<file path="src/rtl/fb_pkg.sv">
package fb_pkg;

  localparam int FB_AW = 32;

  typedef enum logic [1:0] {
    ST_IDLE = 2'd0,
    ST_REQ  = 2'd1,
    ST_WAIT = 2'd2
  } scan_state_e;

  typedef struct packed {
    logic [7:0] r;
    logic [7:0] g;
    logic [7:0] b;
  } rgb_t;

  // byte address of a word at (col,row) for a given word stride
  function automatic logic [FB_AW-1:0] fb_word_addr(
    input logic [FB_AW-1:0] base,
    input logic [FB_AW-1:0] col,
    input logic [FB_AW-1:0] row,
    input logic [FB_AW-1:0] stride
  );
    logic [FB_AW-1:0] widx;
    widx = row * stride + col;
    return base + (widx << 2);
  endfunction

  // colour split of a memory word; top byte carries no colour
  function automatic rgb_t fb_split_word(input logic [31:0] w);
    rgb_t c;
    c.r = w[23:16];
    c.g = w[15:8];
    c.b = w[7:0];
    return c;
  endfunction

endpackage

</file>
<file path="src/rtl/fb_regs.sv">
module fb_regs #(
  parameter int BASE_KEEP = 11
) (
  input  logic        clk,
  input  logic        rst_n,
  input  logic        we,
  input  logic        idx,
  input  logic [31:0] wdata,
  output logic [31:0] rdata,
  output logic [31:0] base,
  output logic        en,
  output logic        rot
);
  localparam int DROP = 32 - BASE_KEEP;

  logic [BASE_KEEP-1:0] base_q;
  logic                 en_q;
  logic                 rot_q;

  always_ff @(posedge clk) begin
    if (!rst_n) begin
      base_q <= '0;
      en_q   <= 1'b0;
      rot_q  <= 1'b0;
    end else if (we) begin
      if (!idx) begin
        base_q <= wdata[31:DROP];
      end else begin
        en_q  <= wdata[0];
        rot_q <= wdata[1];
      end
    end
  end

  assign base  = {base_q, {DROP{1'b0}}};
  assign en    = en_q;
  assign rot   = rot_q;
  assign rdata = idx ? {30'd0, rot_q, en_q} : base;

  logic unused_wbits;
  assign unused_wbits = ^{wdata[DROP-1:2]};


  ctrl_upper_zero_chk: assert property (@(posedge clk) disable iff (!rst_n)
    idx |-> (rdata[31:2] == 30'd0));


  ctrl_write_chk: assert property (@(posedge clk) disable iff (!rst_n)
    (we && idx) |=> (en == $past(wdata[0]) && rot == $past(wdata[1])));


  base_low_zero_chk: assert property (@(posedge clk) disable iff (!rst_n)
    !idx |-> (rdata[DROP-1:0] == '0));

endmodule

</file>
<file path="src/rtl/fb_raster.sv">
module fb_raster #(
  parameter int H_VIS = 640,
  parameter int V_VIS = 480,
  localparam int X_W = (H_VIS > 1) ? $clog2(H_VIS) : 1,
  localparam int Y_W = (V_VIS > 1) ? $clog2(V_VIS) : 1
) (
  input  logic           clk,
  input  logic           rst_n,
  input  logic           clr,
  input  logic           step,
  output logic [X_W-1:0] x,
  output logic [Y_W-1:0] y,
  output logic           first,
  output logic           last
);
  localparam logic [X_W-1:0] X_LAST = X_W'(H_VIS - 1);
  localparam logic [Y_W-1:0] Y_LAST = Y_W'(V_VIS - 1);

  logic [X_W-1:0] x_q;
  logic [Y_W-1:0] y_q;
  logic           x_end;

  assign x_end = (x_q == X_LAST);

  always_ff @(posedge clk) begin
    if (!rst_n || clr) begin
      x_q <= '0;
      y_q <= '0;
    end else if (step) begin
      if (x_end) begin
        x_q <= '0;
        y_q <= (y_q == Y_LAST) ? '0 : y_q + 1'b1;
      end else begin
        x_q <= x_q + 1'b1;
      end
    end
  end

  assign x     = x_q;
  assign y     = y_q;
  assign first = (x_q == '0) && (y_q == '0);
  assign last  = x_end && (y_q == Y_LAST);


  col_range_chk: assert property (@(posedge clk) disable iff (!rst_n)
    (x_q <= X_LAST) && (y_q <= Y_LAST));


  col_advance_chk: assert property (@(posedge clk) disable iff (!rst_n)
    (step && !clr && !x_end) |=> (x_q == $past(x_q) + 1'b1) && $stable(y_q));

endmodule

</file>
<file path="src/rtl/fb_addr_gen.sv">
module fb_addr_gen
  import fb_pkg::*;
#(
  parameter int H_VIS      = 640,
  parameter int V_VIS      = 480,
  parameter int ROW_STRIDE = 1024,
  localparam int X_W = (H_VIS > 1) ? $clog2(H_VIS) : 1,
  localparam int Y_W = (V_VIS > 1) ? $clog2(V_VIS) : 1
) (
  input  logic             clk,
  input  logic             rst_n,
  input  logic             load,
  input  logic [FB_AW-1:0] base_in,
  input  logic             rot_in,
  input  logic [X_W-1:0]   x,
  input  logic [Y_W-1:0]   y,
  output logic [FB_AW-1:0] addr
);
  localparam logic [X_W-1:0]   X_LAST      = X_W'(H_VIS - 1);
  localparam logic [Y_W-1:0]   Y_LAST      = Y_W'(V_VIS - 1);
  localparam logic [FB_AW-1:0] FRAME_BYTES = FB_AW'(ROW_STRIDE * V_VIS * 4);

  logic [FB_AW-1:0] base_q;
  logic             rot_q;
  logic [X_W-1:0]   src_col;
  logic [Y_W-1:0]   src_row;

  // frame-start shadow so mid-frame writes never tear a frame
  always_ff @(posedge clk) begin
    if (!rst_n) begin
      base_q <= '0;
      rot_q  <= 1'b0;
    end else if (load) begin
      base_q <= base_in;
      rot_q  <= rot_in;
    end
  end

  assign src_col = rot_q ? (X_LAST - x) : x;
  assign src_row = rot_q ? (Y_LAST - y) : y;
  assign addr    = fb_word_addr(base_q, FB_AW'(src_col), FB_AW'(src_row),
                                FB_AW'(ROW_STRIDE));


  addr_window_chk: assert property (@(posedge clk) disable iff (!rst_n)
    ((addr - base_q) < FRAME_BYTES) && (addr[1:0] == 2'b00));


  shadow_hold_chk: assert property (@(posedge clk) disable iff (!rst_n)
    !load |=> ($stable(base_q) && $stable(rot_q)));

endmodule

</file>
<file path="src/rtl/fb_pix_out.sv">
module fb_pix_out
  import fb_pkg::*;
(
  input  logic        clk,
  input  logic        rst_n,
  input  logic        take,
  input  logic        first,
  input  logic [31:0] word,
  output logic        pix_valid,
  output logic        pix_sof,
  output logic [7:0]  pix_r,
  output logic [7:0]  pix_g,
  output logic [7:0]  pix_b
);
  rgb_t colour_q;
  logic valid_q;
  logic sof_q;

  always_ff @(posedge clk) begin
    if (!rst_n) begin
      valid_q  <= 1'b0;
      sof_q    <= 1'b0;
      colour_q <= '0;
    end else begin
      valid_q  <= take;
      sof_q    <= take && first;
      colour_q <= take ? fb_split_word(word) : '0;
    end
  end

  assign pix_valid = valid_q;
  assign pix_sof   = sof_q;
  assign pix_r     = colour_q.r;
  assign pix_g     = colour_q.g;
  assign pix_b     = colour_q.b;


  strobe_source_chk: assert property (@(posedge clk) disable iff (!rst_n)
    valid_q |-> $past(take));


  blank_colour_chk: assert property (@(posedge clk) disable iff (!rst_n)
    !valid_q |-> (colour_q == '0));

endmodule

</file>
<file path="src/rtl/fb_scanout.sv">
module fb_scanout
  import fb_pkg::*;
#(
  parameter int H_VIS      = 640,
  parameter int V_VIS      = 480,
  parameter int ROW_STRIDE = 1024,
  parameter int BASE_KEEP  = 11
) (
  input  logic        clk,
  input  logic        rst_n,
  input  logic        reg_we,
  input  logic        reg_idx,
  input  logic [31:0] reg_wdata,
  output logic [31:0] reg_rdata,
  output logic        mem_req,
  output logic [31:0] mem_addr,
  input  logic        mem_gnt,
  input  logic        mem_rvalid,
  input  logic [31:0] mem_rdata,
  output logic        pix_valid,
  output logic        pix_sof,
  output logic [7:0]  pix_r,
  output logic [7:0]  pix_g,
  output logic [7:0]  pix_b
);
  localparam int X_W = (H_VIS > 1) ? $clog2(H_VIS) : 1;
  localparam int Y_W = (V_VIS > 1) ? $clog2(V_VIS) : 1;

  scan_state_e    state_q;
  logic [31:0]    cfg_base;
  logic           ctl_en;
  logic           ctl_rot;
  logic [X_W-1:0] ras_x;
  logic [Y_W-1:0] ras_y;
  logic           ras_first;
  logic           ras_last;

  // named internal events
  logic frame_load;
  logic word_take;
  logic rd_busy;

  assign frame_load = (state_q == ST_IDLE) && ctl_en;
  assign word_take  = (state_q == ST_WAIT) && mem_rvalid && ctl_en;
  assign rd_busy    = (state_q == ST_WAIT);

  fb_regs #(.BASE_KEEP(BASE_KEEP)) u_regs (
    .clk   (clk),
    .rst_n (rst_n),
    .we    (reg_we),
    .idx   (reg_idx),
    .wdata (reg_wdata),
    .rdata (reg_rdata),
    .base  (cfg_base),
    .en    (ctl_en),
    .rot   (ctl_rot)
  );

  fb_raster #(.H_VIS(H_VIS), .V_VIS(V_VIS)) u_raster (
    .clk   (clk),
    .rst_n (rst_n),
    .clr   (state_q == ST_IDLE),
    .step  (word_take),
    .x     (ras_x),
    .y     (ras_y),
    .first (ras_first),
    .last  (ras_last)
  );

  fb_addr_gen #(.H_VIS(H_VIS), .V_VIS(V_VIS), .ROW_STRIDE(ROW_STRIDE)) u_addr (
    .clk     (clk),
    .rst_n   (rst_n),
    .load    (frame_load),
    .base_in (cfg_base),
    .rot_in  (ctl_rot),
    .x       (ras_x),
    .y       (ras_y),
    .addr    (mem_addr)
  );

  fb_pix_out u_pix (
    .clk       (clk),
    .rst_n     (rst_n),
    .take      (word_take),
    .first     (ras_first),
    .word      (mem_rdata),
    .pix_valid (pix_valid),
    .pix_sof   (pix_sof),
    .pix_r     (pix_r),
    .pix_g     (pix_g),
    .pix_b     (pix_b)
  );

  always_ff @(posedge clk) begin
    if (!rst_n) begin
      state_q <= ST_IDLE;
    end else begin
      unique case (state_q)
        ST_IDLE: if (ctl_en) state_q <= ST_REQ;
        ST_REQ: begin
          if (!ctl_en)      state_q <= ST_IDLE;
          else if (mem_gnt) state_q <= ST_WAIT;
        end
        ST_WAIT: begin
          if (mem_rvalid) state_q <= (ctl_en && !ras_last) ? ST_REQ : ST_IDLE;
        end
        default: state_q <= ST_IDLE;
      endcase
    end
  end

  assign mem_req = (state_q == ST_REQ) && ctl_en;


  req_hold_chk: assert property (@(posedge clk) disable iff (!rst_n)
    (mem_req && !mem_gnt) |=> (!mem_req || $stable(mem_addr)));


  one_outstanding_chk: assert property (@(posedge clk) disable iff (!rst_n)
    (mem_req && mem_gnt) |=> (rd_busy && !mem_req));


  pix_off_chk: assert property (@(posedge clk) disable iff (!rst_n)
    !$past(ctl_en) |-> !pix_valid);


  pix_after_data_chk: assert property (@(posedge clk) disable iff (!rst_n)
    pix_valid |-> $past(mem_rvalid));


  sof_with_pix_chk: assert property (@(posedge clk) disable iff (!rst_n)
    pix_sof |-> pix_valid);


  restart_origin_chk: assert property (@(posedge clk) disable iff (!rst_n)
    frame_load |=> ras_first);

endmodule

</file>
<file path="config.mk">
export PLATFORM = sky130hd
export DESIGN_NAME = fb_scanout
export DESIGN_NICKNAME = d
export VERILOG_FILES = /design/src/rtl/fb_pkg.sv /design/src/rtl/fb_regs.sv /design/src/rtl/fb_raster.sv /design/src/rtl/fb_addr_gen.sv /design/src/rtl/fb_pix_out.sv /design/src/rtl/fb_scanout.sv
export SDC_FILE = /design/constraint.sdc
export NUM_CORES = 1
export LEC_CHECK = 0
export BUFFER_PORTS_ARGS = -buffer_cell sky130_fd_sc_hd__buf_2
export CAP_MARGIN = 20
export CORE_MARGIN = 2
export CORE_UTILIZATION = 30
export CTS_CLUSTER_SIZE = 16
export DETAILED_ROUTE_END_ITERATION = 7
export PLACE_DENSITY = 0.57
export SLEW_MARGIN = 20
export SYNTH_ARGS = -nofsm -noshare
export SYNTH_HDL_FRONTEND = slang
export SYNTH_SLANG_ARGS = --single-unit
export TNS_END_PERCENT = 20
</file>
<file path="constraint.sdc">
create_clock -name clk -period 4.6 [get_ports clk]
set_clock_uncertainty 0.05 [all_clocks]
set_input_delay 0.92 -clock clk [delete_from_list [all_inputs] [get_ports clk]]
set_output_delay 0.92 -clock clk [all_outputs]
set_load 0.05 [all_outputs]
</file>
**Word level (Yosys, flattened, before mapping)**

Cells that the tools add are included.

- Add/sub/neg operators: 6
- Eq/ne operators: 7
- Muxes and demuxes: 11
- Bitwise gates (word level): 1
- Reductions and logical operators: 19

Operators with widths:

| operator | count |
|---|---|
| 32-bit adder | 1 |
| 32-bit two-way mux | 1 |
| 19-bit by 10-bit adder with 20-bit output | 1 |
| 10-bit two-way mux | 2 |
| 9-bit two-way mux | 2 |
| 10-bit by 1-bit adder with 10-bit output (second input constant) | 1 |
| 10-bit == test (second input constant) | 1 |
| 10-bit zero test | 1 |
| 10-bit subtractor (first input constant) | 1 |
| 9-bit by 1-bit adder with 9-bit output (second input constant) | 1 |
| 9-bit == test (second input constant) | 1 |
| 9-bit zero test | 1 |
| 9-bit subtractor (first input constant) | 1 |
| 1-bit logical AND | 8 |
| 2-bit two-way mux | 4 |
| 2-bit AND reduction | 4 |
| 2-bit case mux with 3 select lines | 1 |
| 2-bit inequality test (second input constant) | 2 |
| 3-bit inequality test (second input constant) | 1 |
| 3-bit AND reduction | 1 |
| 2-bit by 1-bit == test with 1-bit output (second input constant) | 1 |
| 2-bit == test (second input constant) | 1 |
| 1-bit zero test | 2 |
| 2-bit zero test | 1 |
| other kinds (3) | 3 |

- Bits in registers: 72
- Input bits: 70
- Output and inout bits: 91
- Word-level logic and storage cells: 57

**Depth between registers and ports, before layout**

- Depth after elaboration: 7
- Mapped depth: 8
- Depth with buffers taken out: 6

**Modules after synthesis**

Synthesis repeated with hierarchy kept, for this count alone.

- Cells, all modules: 652
- Area total of the unflattened synthesis: 5745.5 sq um

Modules (own cells, without submodules):

| module | times used | cells each | area an instance (sq um) | sequential area each (sq um) |
|---|---|---|---|---|
| fb_addr_gen | 1 | 338 | 2935.3 | 660.6 |
| fb_raster | 1 | 124 | 1018.5 | 380.4 |
| fb_regs | 1 | 113 | 925.9 | 260.2 |
| fb_pix_out | 1 | 56 | 723.2 | 520.5 |
| fb_scanout | 1 | 21 | 142.6 | 40.0 |

**Least setup slack after synthesis**

No wires, ideal clock.

- Kind: register -> output
- Start: register u_addr.rot_q
- End: output port mem_addr[10]
- Data arrival time: 1.930 ns
- Setup slack: 1.700 ns
- Stages on the path, launching flop included: 4
- Buffers on the path: 2
- Path through: dfxtp_1 > clkbuf_1 > buf_1 > o21ai_0

- Word-level cells in the longest chain between the ends: 3

Ends and longest elaborated chain:

| element | RTL line | RTL |
|---|---|---|
| from (decl) | fb_addr_gen.sv:24 | `logic rot_q;` |
| from (signal assigned) | fb_addr_gen.sv:35 | `rot_q <= rot_in;` |
| 10-bit two-way mux | fb_addr_gen.sv:39 | `assign src_col = rot_q ? (X_LAST - x) : x;` |
| 19-bit by 10-bit adder with 20-bit output | fb_pkg.sv:25 | `widx = row * stride + col;` |
| 32-bit adder | fb_pkg.sv:26 | `return base + (widx << 2);` |
| to (decl) | fb_scanout.sv:16 | `output logic [31:0] mem_addr,` |

No other way between the ends.

**Worst setup path after layout**

- Start: register u_addr.rot_q
- End: output port mem_addr[20]

- Word-level cells in the longest chain between the ends: 3
- Elaborated cells on any way between the ends: 4
- Classes of those cells: 2 x add/sub; 2 x mux

Ends and longest elaborated chain:

| element | RTL line |
|---|---|
| 10-bit two-way mux / 9-bit two-way mux (equally long branches) | fb_addr_gen.sv:39, fb_addr_gen.sv:40 |
| 19-bit by 10-bit adder with 20-bit output * | fb_pkg.sv:25 |
| 32-bit adder * | fb_pkg.sv:26 |

Every way passes the cells marked *; elsewhere a longest branch is shown, timed or not.

==> results.cfg <==
[floorplanning]
core_sq_mm = 0.0107
rows = 38
die_h_um = 108
initial_core_util = 0.304
fp.dieW_um = 108
dieArea_sq_mm = 0.0117
ios = 161

[clocking]
insertion_delay_ns = 0.34
cts_resized = 0
ctsHoldBuffers = 0
postCtsSetupBuffers = 0
clk_pin_slew_ns = 0.07
numCtsBuffers = 9
clockRootBuffer = clkbuf_8
cts.sinks = 72
cts_tree = built
htreeDepth = 3
clk_path_buf_depth = 2

[power_and_ir_drop]
vdd_ir_drop_max_v = 0.000127
p_per_area_mw_per_mm2 = 296
p_leak_nw = 1.94
p_total_mw = 1.18

[synth]
async_reset_ff_frac = 0
yosys.area.top_type_share = 0.441
syn-cell-area_sq_mm = 0.00327
yosysTopAreaCell = dfxtp_1
synth_area_leaders = dfxtp_1 (44%), buf_4 (5.3%), and3_1 (5.0%), nor2b_1 (5.0%), nand2_1 (4.6%)
ys_seq_area_frac = 0.441
netlist_top_cells_count = dfxtp_1 (72), nand2_1 (40), and3_1 (26), nor2b_1 (26), buf_4 (23)
ys_seq_elements = 72
syn_area_per_cell_sq_um = 9.11
synth_edf_count = 0
yosysMostFrequentCell = dfxtp_1
yosys_most_used_dff = dfxtp_1
synth.distinct_cells = 40
yosys_warnings = 0
synth_cells = 359

[global_routing]
use_met2 = 0.190
busiest_layer = met2
gr-total-overflow = 0
grt_antenna_before_repair = 0
grt_use_met3 = 0.0536
gr-usage-met1 = 0.170
grt_pass1_wl_um = 12000
grt_max_degree = 54
first_global_vias = 2472
grt_use_total = 0.130

[finish]
regArea_sq_mm = 0.00144
fill_cells = 1154
layout-drive-gt1-share = 0.282
num_antenna_cells = 0
final_nets = 539
multi_input_area_sq_mm = 0.00161
syn_to_final_growth_pct = 22.2

[critical_path]
cp.required_ns = 3.63
critical_path.cell_chain = nand2_1 > xnor2_1 > buf_2
cp_slowest_cell = dfxtp_1
path_buf_inv = 1
cp_max_fo = 19
arrival_ns = 1.97
path_delay_family = flip-flops
start_kind = flop
slowest_delay_ns = 0.93
worstSetupPathType = reg -> out
end_kind = primary output

[placed_design]
place_congestion = 0.787
io_buffers = 112
pre_cts_slack_ns = 1.82
place_hpwl_um = 5380

[drt]
viasPerCell = 4.53
routedWlPerCell_um = 12.5
drc = 0
ant_nets = 0
vias = 2737
totalWireLength_um = 7570
drt_first_pass_iters = 4
drt_iter0_markers = 104

[sta]
finalCriticalPeriod_ns = 2.94
rsz0062_at_grt = false
setup_slack_ns = 1.66
finalSetupViolCount = 0
hold_viol = 0
period_share = 0.639
tns_ns = 0
worstMarginPinSlew_ns = 0.992
slew-limit-headroom = 0.338
fmax_mhz = 340
slew_violations = 0

[run_status]
status = finished, final reports clean

[worst_hold_path]
hold_path.class = reg -> reg

[run]
maxCapViolations = 0
==> power by group <==
part / total [mW] / internal (mW) / switching [mW] / leakage (nW)
combinational: 0.116 / 0.0310 / 0.0853 / 1.27
clock: 0.430 / 0.207 / 0.223 / 0.0862
sequential: 0.636 / 0.630 / 0.00645 / 0.581
==> worst min-delay path: stages, from the launching register on <==
cell and delay (ns):
dfxtp_1 0.32, nand2_1 0.05, a21boi_0 0.06
==> kinds of logic after synthesis <==
family / synth area share
adders and majority gates: 0.0344
AOI/OAI and AO/OA: 0.0723
xor gates and xnor gates: 0.0643
and+or+nand+nor: 0.254
muxes: 0.0432
buffers and inverters: 0.0899
DFF: 0.441
other: 0.00115
==> layout make-up <==
type,instances,share of cell area
clock buffer,12,0.0363
timing repair buffer,114,0.144
sequential,72,0.361
inverter,8,0.00752
multi-input combinational,255,0.403
clock inverter,3,0.00470
tap,140,0.0438
==> placed cells by master (no fill, tap or decap), drive strengths merged, types with 6 or more instances in the layout <==
master	instances
nor2	13
ha	9
clkbuf	12
nand4	7
mux2i	13
xnor2	8
xor2	16
or3	6
nand2	40
inv	8
conb	21
and3	26
dfxtp	72
nor2b	26
o21ai	9
buf	114
a21oi	10
nand3	7
a21boi	13
==> sequential cells by signal, summed over array words and instances (netlist names) <==
register         flops
state_q              2
u_addr.base_q       11
u_addr.rot_q         1
u_pix.pix_b          8
u_pix.pix_g          8
u_pix.pix_r          8
u_pix.pix_sof        1
u_pix.pix_valid      1
u_raster.x          10
u_raster.y           9
u_regs.base_q       11
u_regs.en            1
u_regs.rot           1
==> per-layer routing <==
layer / routed length, um / up-vias
met5: 0 / -
met4: 90 / 0
met3: 726 / 7
met1: 3480 / 1261
met2: 3270 / 110
li1: - / 1359
==> per-stage QoR <==
stage	util	cell area [sq um]	hold slack, ns	std cells
global route	0.372	4000	0.464	604
floorplan	-	3340	0.402	379
finish	0.372	4000	0.430	604
detailed placement	0.357	3830	0.422	589
CTS	0.372	4000	0.433	604
global placement	0.357	3830	0.411	589
==> worst paths after layout <==
path                         start                to  slack (ns)  depth (start not counted)
setup / recovery      u_addr.rot_q      mem_addr[20]        1.66                          3
hold / removal    u_regs.base_q[3]  u_regs.base_q[3]        0.43                          2
setup reg to reg     u_raster.x[8]     u_raster.y[4]        2.25                          6
hold reg to reg   u_regs.base_q[3]  u_regs.base_q[3]        0.43                          2
(Power assumes the default switching activity.)
